**src/rtl/hsd_pkg.sv**
```systemverilog
package hsd_pkg;
    // pole encoding shared by latches and sequencer
    typedef enum logic {
        POLE_N = 1'b0,
        POLE_S = 1'b1
    } pole_e;

    localparam int NUM_CH = 2;
endpackage

```
**src/rtl/hsd_latch.sv**
```systemverilog
module hsd_latch
    import hsd_pkg::*;
(
    input  logic clk,
    input  logic rst_n,
    input  logic op_i,
    input  logic rel_i,
    output logic pole_o
);
    pole_e st_d, st_q;

    always_comb begin
        st_d = st_q;
        if (op_i && !rel_i)
            st_d = POLE_S;
        else if (rel_i && !op_i)
            st_d = POLE_N;
    end

    always_ff @(posedge clk or negedge rst_n) begin
        if (!rst_n)
            st_q <= POLE_N;
        else
            st_q <= st_d;
    end

    assign pole_o = st_q;

    // a lone operate flag makes the channel South
    p_south_on_op_r1: assert property (@(posedge clk) disable iff (!rst_n)
        (op_i && !rel_i) |=> (pole_o == 1'b1));

    // a lone release flag makes the channel North
    p_north_on_rel_r1: assert property (@(posedge clk) disable iff (!rst_n)
        (rel_i && !op_i) |=> (pole_o == 1'b0));

    // equal flags hold the state
    p_hold_r1: assert property (@(posedge clk) disable iff (!rst_n)
        (op_i == rel_i) |=> $stable(pole_o));
endmodule

```
**src/rtl/hsd_refresh.sv**
```systemverilog
module hsd_refresh #(
    parameter int PERIOD = 250
) (
    input  logic clk,
    input  logic rst_n,
    output logic tick_o
);
    localparam int CW = (PERIOD > 2) ? $clog2(PERIOD) : 1;
    localparam logic [CW-1:0] LAST = CW'(PERIOD - 1);

    logic [CW-1:0] cnt_d, cnt_q;

    always_comb begin
        if (cnt_q == LAST)
            cnt_d = '0;
        else
            cnt_d = cnt_q + 1'b1;
    end

    always_ff @(posedge clk or negedge rst_n) begin
        if (!rst_n)
            cnt_q <= '0;
        else
            cnt_q <= cnt_d;
    end

    assign tick_o = (cnt_q == LAST);

    // ticks are isolated, never back to back
    p_tick_isolated_r2: assert property (@(posedge clk) disable iff (!rst_n)
        tick_o |=> !tick_o);
endmodule

```
**src/rtl/hsd_seq.sv**
```systemverilog
module hsd_seq
    import hsd_pkg::*;
#(
    parameter int LEAD = 60
) (
    input  logic                clk,
    input  logic                rst_n,
    input  logic                tick_i,
    input  logic [NUM_CH-1:0]   pair_i,
    output logic                spd_o,
    output logic                dir_o,
    output logic                err_o
);
    localparam int CW = (LEAD > 1) ? $clog2(LEAD) : 1;
    localparam logic [CW-1:0] CNT_LAST = CW'(LEAD - 1);

    typedef struct packed {
        logic [NUM_CH-1:0] prev;
        logic              dir;
        logic              spd;
        logic              err;
        logic              pend;
        logic [CW-1:0]     cnt;
        logic              tgt;
    } seq_t;

    seq_t s_d, s_q;
    logic [NUM_CH-1:0] chg;
    logic fwd;

    always_comb begin
        chg = pair_i ^ s_q.prev;
        // step of channel 1: forward when it lands equal to channel 0
        // step of channel 0: forward when it lands different from channel 1
        fwd = chg[1] ? ~(pair_i[0] ^ pair_i[1]) : (pair_i[0] ^ pair_i[1]);

        s_d     = s_q;
        s_d.err = 1'b0;

        if (s_q.pend) begin
            if (s_q.cnt == CNT_LAST) begin
                s_d.spd  = s_q.tgt;
                s_d.pend = 1'b0;
            end else begin
                s_d.cnt = s_q.cnt + 1'b1;
            end
        end

        if (tick_i) begin
            s_d.prev = pair_i;
            if (chg != '0) begin
                s_d.pend = 1'b1;
                s_d.cnt  = '0;
                s_d.tgt  = ~pair_i[0];
                if (chg == 2'b11)
                    s_d.err = 1'b1;
                else
                    s_d.dir = ~fwd;
            end
        end
    end

    always_ff @(posedge clk or negedge rst_n) begin
        if (!rst_n) begin
            s_q      <= '0;
            s_q.prev <= {POLE_N, POLE_N};
            s_q.dir  <= 1'b1;
            s_q.spd  <= 1'b1;
            s_q.tgt  <= 1'b1;
        end else begin
            s_q <= s_d;
        end
    end

    assign spd_o = s_q.spd;
    assign dir_o = s_q.dir;
    assign err_o = s_q.err;

    // direction moves only right after a refresh sample
    p_dir_after_tick_r2: assert property (@(posedge clk) disable iff (!rst_n)
        !$stable(dir_o) |-> $past(tick_i));

    // speed moves only when a pending lead interval ends
    p_spd_after_lead_r6: assert property (@(posedge clk) disable iff (!rst_n)
        !$stable(spd_o) |-> ($past(s_q.pend) && !s_q.pend));

    // error is a single-cycle pulse
    p_err_one_cycle_r8: assert property (@(posedge clk) disable iff (!rst_n)
        err_o |=> !err_o);

    // an illegal sample keeps direction
    p_illegal_keeps_dir_r8: assert property (@(posedge clk) disable iff (!rst_n)
        err_o |-> $stable(dir_o));
endmodule

```
**src/rtl/hsd_top.sv**
```systemverilog
module hsd_top
    import hsd_pkg::*;
#(
    parameter int REFRESH_CYCLES  = 250,
    parameter int DIR_LEAD_CYCLES = 60
) (
    input  logic                clk,
    input  logic                rst_n,
    input  logic [NUM_CH-1:0]   op_hit_i,
    input  logic [NUM_CH-1:0]   rel_hit_i,
    output logic                spd_o,
    output logic                dir_o,
    output logic                err_o
);
    logic [NUM_CH-1:0] pole;
    logic              tick;

    for (genvar g = 0; g < NUM_CH; g++) begin : g_ch
        hsd_latch u_latch (
            .clk    (clk),
            .rst_n  (rst_n),
            .op_i   (op_hit_i[g]),
            .rel_i  (rel_hit_i[g]),
            .pole_o (pole[g])
        );
    end

    hsd_refresh #(.PERIOD(REFRESH_CYCLES)) u_refresh (
        .clk    (clk),
        .rst_n  (rst_n),
        .tick_o (tick)
    );

    hsd_seq #(.LEAD(DIR_LEAD_CYCLES)) u_seq (
        .clk    (clk),
        .rst_n  (rst_n),
        .tick_i (tick),
        .pair_i (pole),
        .spd_o  (spd_o),
        .dir_o  (dir_o),
        .err_o  (err_o)
    );

    // speed never changes on a sample where channel 0 did not move
    p_spd_tracks_ch0_r3: assert property (@(posedge clk) disable iff (!rst_n)
        (!$stable(spd_o)) |-> (spd_o == ~pole[0]));
endmodule

```
**config.mk**
```make
export PLATFORM = sky130hd
export DESIGN_NAME = hsd_top
export DESIGN_NICKNAME = d
export VERILOG_FILES = /design/src/rtl/hsd_pkg.sv /design/src/rtl/hsd_latch.sv /design/src/rtl/hsd_refresh.sv /design/src/rtl/hsd_seq.sv /design/src/rtl/hsd_top.sv
export SDC_FILE = /design/constraint.sdc
export NUM_CORES = 1
export LEC_CHECK = 0
export ABC_AREA = 1
export BUFFER_PORTS_ARGS = -buffer_cell sky130_fd_sc_hd__buf_2
export CAP_MARGIN = 20
export CORE_ASPECT_RATIO = 1.5
export CORE_MARGIN = 2
export CORE_UTILIZATION = 51
export CTS_CLUSTER_DIAMETER = 120
export DETAILED_ROUTE_END_ITERATION = 8
export GPL_TIMING_DRIVEN = 0
export HOLD_SLACK_MARGIN = 0.15
export PLACE_DENSITY = 0.74
export SLEW_MARGIN = 20
export SYNTH_ARGS = -nofsm -noshare
export SYNTH_HDL_FRONTEND = slang
export SYNTH_HIERARCHICAL = 1
export SYNTH_SLANG_ARGS = --single-unit
export TNS_END_PERCENT = 100
```
**constraint.sdc**
```tcl
create_clock -name clk -period 1.44 [get_ports clk]
set_input_delay 0.144 -clock clk [delete_from_list [all_inputs] [get_ports clk]]
set_output_delay 0.144 -clock clk [all_outputs]
set_load 0.005 [all_outputs]
```
# ---- Word level (Yosys, flattened, before mapping)
# Index checks and enable logic that the tools add are counted.
dict set report word_totals {
  latchBits 0
  regBits 23
  romBits 0
  ramBits 0
  input_bits 6
  memories 0
}
dict set report classes {
  div_mod_pow 0
  multipliers 0
  mux 12
  n_shift 0
  n_bitwise 6
  eq_ne 3
  order_cmp 0
  reduce_logical 14
  n_addsub 2
}
# cell count
set op_table {}
lappend op_table {{9-bit two-way mux} 2}
lappend op_table {{8-bit by 1-bit adder with 8-bit output (second input constant)} 1}
lappend op_table {{8-bit equality test (second input constant)} 1}
lappend op_table {{8-bit two-way mux} 1}
lappend op_table {{1-bit two-way mux} 7}
lappend op_table {{7-bit two-way mux} 1}
lappend op_table {{6-bit by 1-bit adder with 6-bit output (second input constant)} 1}
lappend op_table {{6-bit equality test (second input constant)} 1}
lappend op_table {{6-bit two-way mux} 1}
lappend op_table {{2-bit nonzero test} 3}
lappend op_table {{1-bit logical AND} 4}
lappend op_table {{1-bit logical NOT} 4}
lappend op_table {{1-bit NOT} 4}
lappend op_table {{2-bit AND reduction} 2}
lappend op_table {{3-bit AND reduction} 1}
lappend op_table {{2-bit equality test (second input constant)} 1}
lappend op_table {{2-bit bitwise XOR} 1}
lappend op_table {{1-bit bitwise XOR} 1}

# ---- Depth between registers and ports, before layout
dict set report depth {
  depth_word 5
  ltp_mapped 9
  mapped_depth_nobuf 9
}

# ---- Cells and area by module
# The synthesis kept the hierarchy.
# mod cells_per_inst area_each_um2 instances
set modules_own_cells {}
lappend modules_own_cells {hsd_seq 90 675.6 1}
lappend modules_own_cells {hsd_refresh 50 422.9 1}
lappend modules_own_cells {hsd_latch 7 56.3 2}

# ---- Worst setup path after synthesis
# Ideal clock, no wire load.
dict set report synth_timing {
  path_type {register -> register}
  from {register u_refresh.cnt_q[1]}
  to {register u_seq/s_q[1] (netlist name)}
  arrival_ns 1.072
  required_ns 1.323
  stages_incl_launch_ff 10
  n_path_buf 0
  period_less_slack_ns 1.189
  setup_slack_ns 0.251
  path_cell_list {dfrtp_1 -> inv_1 -> ha_1 -> nand2_1 -> nor2_2 -> nand2_4 -> inv_4 -> nand2_4 -> nand2_1 -> nor2_1}
}
# element line_no
set synth_lines {}
lappend synth_lines {{start: declaration} hsd_refresh.sv:11} ;# logic [CW-1:0] cnt_d, cnt_q;
lappend synth_lines {{start signal: assignment} hsd_refresh.sv:24} ;# cnt_q <= cnt_d;
lappend synth_lines {{end: declaration} hsd_seq.sv:27} ;# seq_t s_d, s_q;

==> results summary <==
The maximum clock frequency came out at approximately 0.75 GHz. The number of max-slew violations in the final report is 0. The total setup violations reported at the end of the flow is 0. The number of buffers and inverters on the critical path is 2. Setup repair after global routing left no endpoint under its margin. The global-route met1 utilization came out at 0.197. The average instance in the mapped netlist occupies 7.86 sq um. The area share of xor/xnor cells in the synthesized design is 0.0289. In this run the critical register-to-register path is launched from u_refresh/cnt_q[1]. The number of buffers on the longest clock path came out at 2.

The end of the worst hold path is g_ch[0].u_latch/pole_o. For the final routed database, the setup TNS stands at 0 ns. After filler insertion, the fill cell instance count of the layout stands at roughly 200.

The number of antenna violations at the first check in global routing is 0. The combined area of all synthesized cells is approximately 1200 sq um. TritonCTS built the clock tree. The first global-routing pass estimated 3820 um of wire.

The area taken by multi-input logic gates is 557 sq um. The pin count of the biggest net entering global routing is 24. The number of buffers added by the clock tree synthesis step is 3. The number of library cell types mapped by synthesis came out at 23.

Clock tree synthesis selected as its root buffer the cell clkbuf_4. The capture point of the worst reg-to-reg path is u_seq/s_q[1]. The post-synthesis net count came out at 165. The post-synthesis cell count came out at roughly 150. The area fraction in compound gates after synthesis came out at 0.0568. The worst-case IR drop observed on VDD is roughly 0.57 mV. In the layout the commonest cells are nand2_1, nor2_1, dfrtp_1. The final net count came out at 182. The post-detailed-route wirelength per cell is between 10 and 15 um. For this configuration, the core starts out at a cell density of 0.542. The number of hold-slack violations in the final timing report came out at 0.

For this run, design rule violations remaining after detail routing come to 0. Compared with the post-synthesis result, the final layout area differs by 13.6%. The worst setup path is launched from a register. The H-tree depth came out at 1. The routed design could run at a clock period as short as ~1.3 ns. The HPWL after detailed placement is around 1600 um. Dividing total power by cell area gives a power density of approximately 750 nW/um^2. The via count of the first global-routing pass came out at just under 1000. The highest fanout seen on the critical path is 8.

The die area came out at roughly 2800 sq um. STA classifies the critical path endpoint as a register. The family of cells with the greatest summed delay on the critical path is simple AND/OR/NAND/NOR gates. The dominant combinational cell family by area after synthesis is simple AND/OR/NAND/NOR gates. The run finished with clean final reports. The area taken by flip-flops and latches is around 580 sq um. The met2 capacity usage during global routing is 0.325. The final routed wirelength across all metal layers came out at around 2300 um. The most common cell after layout, fill and taps aside is nand2_1. The slowest library cell on the worst path is dfrtp_1. The total global routing overflow is 0. The critical path arrival came out at 1.53 ns. Of the post-synthesis cell area, the part taken by muxes is 0. The sequential element share of the synthesized area came out at 0.478. The placer congestion estimate came out at a little under 0.8.

The kind of path behind the tightest hold check is in2reg. The via count came out at 979. The data required time of the critical path came out at 1.65 ns.

Of the cells placed in the final design, the portion with a size suffix greater than 1 is 0.182. In the global route stage, met3 resource usage came out at 0.0172. Across the run, the number of max-cap violations was 0.

In this design, the stage delay of the slowest critical-path cell is ~0.42 ns. Dividing the detail-routed via count by the number of cells gives between 5 and 6. The setup check on the worst reg-to-reg path leaves a slack of approximately 0.11 ns. The slew of the pin with the lowest slew margin is 0.503 ns. The most heavily used metal layer in global routing is met2. The latest clock arrival within the worst-skew pair is roughly 0.31 ns.

The remaining number of nets flagged by the antenna check after routing is 0. The worst hold path begins at op_hit_i[0]. The number of top-level design ports is 9. Along the worst hold path, the cell count comes to 4. The horizontal die dimension is around 44 um. The number of input and output port buffers inserted is 8.

The combined global-route utilization of all metal layers is 0.181. The number of cells on the worst reg-to-reg path is 9. The total power draw is between 1 and 1.5 mW. The core region is approximately 2200 sq um. In the finished design, the share of the clock period the worst path needs comes to 0.922.

Of the total synthesized cell area, the portion taken by full adders, half adders and majority gates is 0.0517. The synthesized flop and latch total came out at 23. In this run the vertical extent of the chip is 63.7 um. The critical path depth is 9. For this design, the sink count on the clock tree is 23. The worst pin sits at a relative slew slack of 0.664. Of the total synthesized cell area, the portion taken by AND, OR, NAND and NOR gates is 0.311. The leakage power of the design came out at roughly 0.71 nW. The number of DRC markers in iteration 0 came out at 27. The synthesis warning total came out at 6. The worst setup skew after layout came out at around 0.0036 ns. The clock input transition at the sequential cells of the worst setup and hold paths is roughly 0.12 ns.

The worst setup path is of the reg2reg kind. The signal on the critical path passes through inv_2, ha_1, nand2_1, nor2_2, nand2_4, clkinv_8, nand2_8, nand2_2, nor2_1. For this run, the detailed router's first-pass iteration total came to 4. The antenna diode count is 0. The number of rows in the core area is 21.
-- through the flow --
stage	util	hold WS, ns	setup slack, ns	std cells	area [sq um]
5_1_grt	0.616	0.188	0.00139	193	1380
6_report	0.616	0.167	0.112	193	1380
3_3_place_gp	0.573	0.139	0.161	185	1280
2_1_floorplan	-	-0.152	0.251	154	1210
3_5_place_dp	0.573	0.143	0.118	185	1280
4_1_cts	0.589	0.162	0.0717	190	1320
-- worst max path at each step --
stage | start | end | slack, ns
floorplan | u_refresh/cnt_q[1] | u_seq/s_q[1] | 0.25
global placement | u_refresh/cnt_q[1] | u_seq/s_q[6] | 0.16
detailed placement | u_refresh/cnt_q[1] | u_seq/s_q[2] | 0.12
CTS | u_refresh/cnt_q[1] | u_seq/s_q[1] | 0.07
global route | u_refresh/cnt_q[1] | u_seq/s_q[12] | 0.001
finish | u_refresh/cnt_q[1] | u_seq/s_q[1] | 0.11
-- power breakdown --
| group | total [mW] | leakage, nW | internal [mW] | switching, mW |
|---|---|---|---|---|
| Clock | 0.297 | 0.0150 | 0.108 | 0.189 |
| Sequential | 0.662 | 0.294 | 0.653 | 0.00983 |
| Combinational | 0.0718 | 0.398 | 0.0254 | 0.0464 |
| Total | 1.03 | 0.707 | 0.786 | 0.245 |
-- tightest hold or removal path, delay by kind of cell --
| family | cells | cell delay [ns] |
|---|---|---|
| and+or+nand+nor | 2 | 0.09 |
| adders and majority gates | 1 | 0.13 |
| buffers and inverters | 1 | 0.08 |
-- synth_stat cells --
cell	number	area, sq um
nand2_1	49	184
nor2_1	22	82.6
dfrtp_1	20	500
inv_1	20	75.1
nand3_1	7	35.0
o21ai_0	6	30.0
ha_1	5	62.6
dfstp_2	3	78.8
a21oi_1	2	10.0
inv_2	2	7.51
nand2_2	2	12.5
nand2_4	2	22.5
nor2_4	2	22.5
xnor2_1	2	17.5
xor2_1	2	17.5
a21o_1	1	7.51
a21oi_2	1	8.76
inv_4	1	6.26
nand4_1	1	6.26
nor2_2	1	6.26
nor3_1	1	5.00
o21ai_1	1	5.00
o21bai_1	1	7.51
-- logic make-up (layout without fill, tap and decap cells) --
family / count (synthesis) / after routing
AO/OA/AOI/OAI: 12 / 12
flip-flops: 23 / 23
AND/OR/NAND/NOR: 87 / 87
buffers and inverters: 23 / 39
XOR/XNOR: 4 / 4
adder cells (fa/ha/maj): 5 / 5
-- layer usage --
layer / wire length, um / vias up / share of wire
li1: - / 501 / -
met3: 44 / 2 / 0.020
met1: 947 / 464 / 0.42
met2: 1240 / 12 / 0.55
met5: 0 / - / 0
met4: 19 / 0 / 0.0084
-- registers in the layout, indices dropped and copies added, names as in the netlist --
signal and flops:
u_seq/err_o 1, u_seq/spd_o 1, u_refresh/cnt_q 8, g_ch.u_latch/pole_o 2, u_seq/s_q 10, u_seq/dir_o 1
-- final cells by class --
type | instances | share of cell area
flip-flops and latches | 23 | 0.421
multi-input cells | 108 | 0.405
inverters | 23 | 0.0718
repair buffers | 11 | 0.0564
well taps | 23 | 0.0209
clock buffers | 4 | 0.0191
repair inverters | 1 | 0.00636
-- timing repair --
action                                  in CTS  in global routing
endpoints found under the hold margin       23                  0
resized for setup                            0                  8
setup buffers                                0                  2
hold buffers                                 1                  0
endpoints found under the setup margin       0                  7
Power figures use the tool's default switching activity.
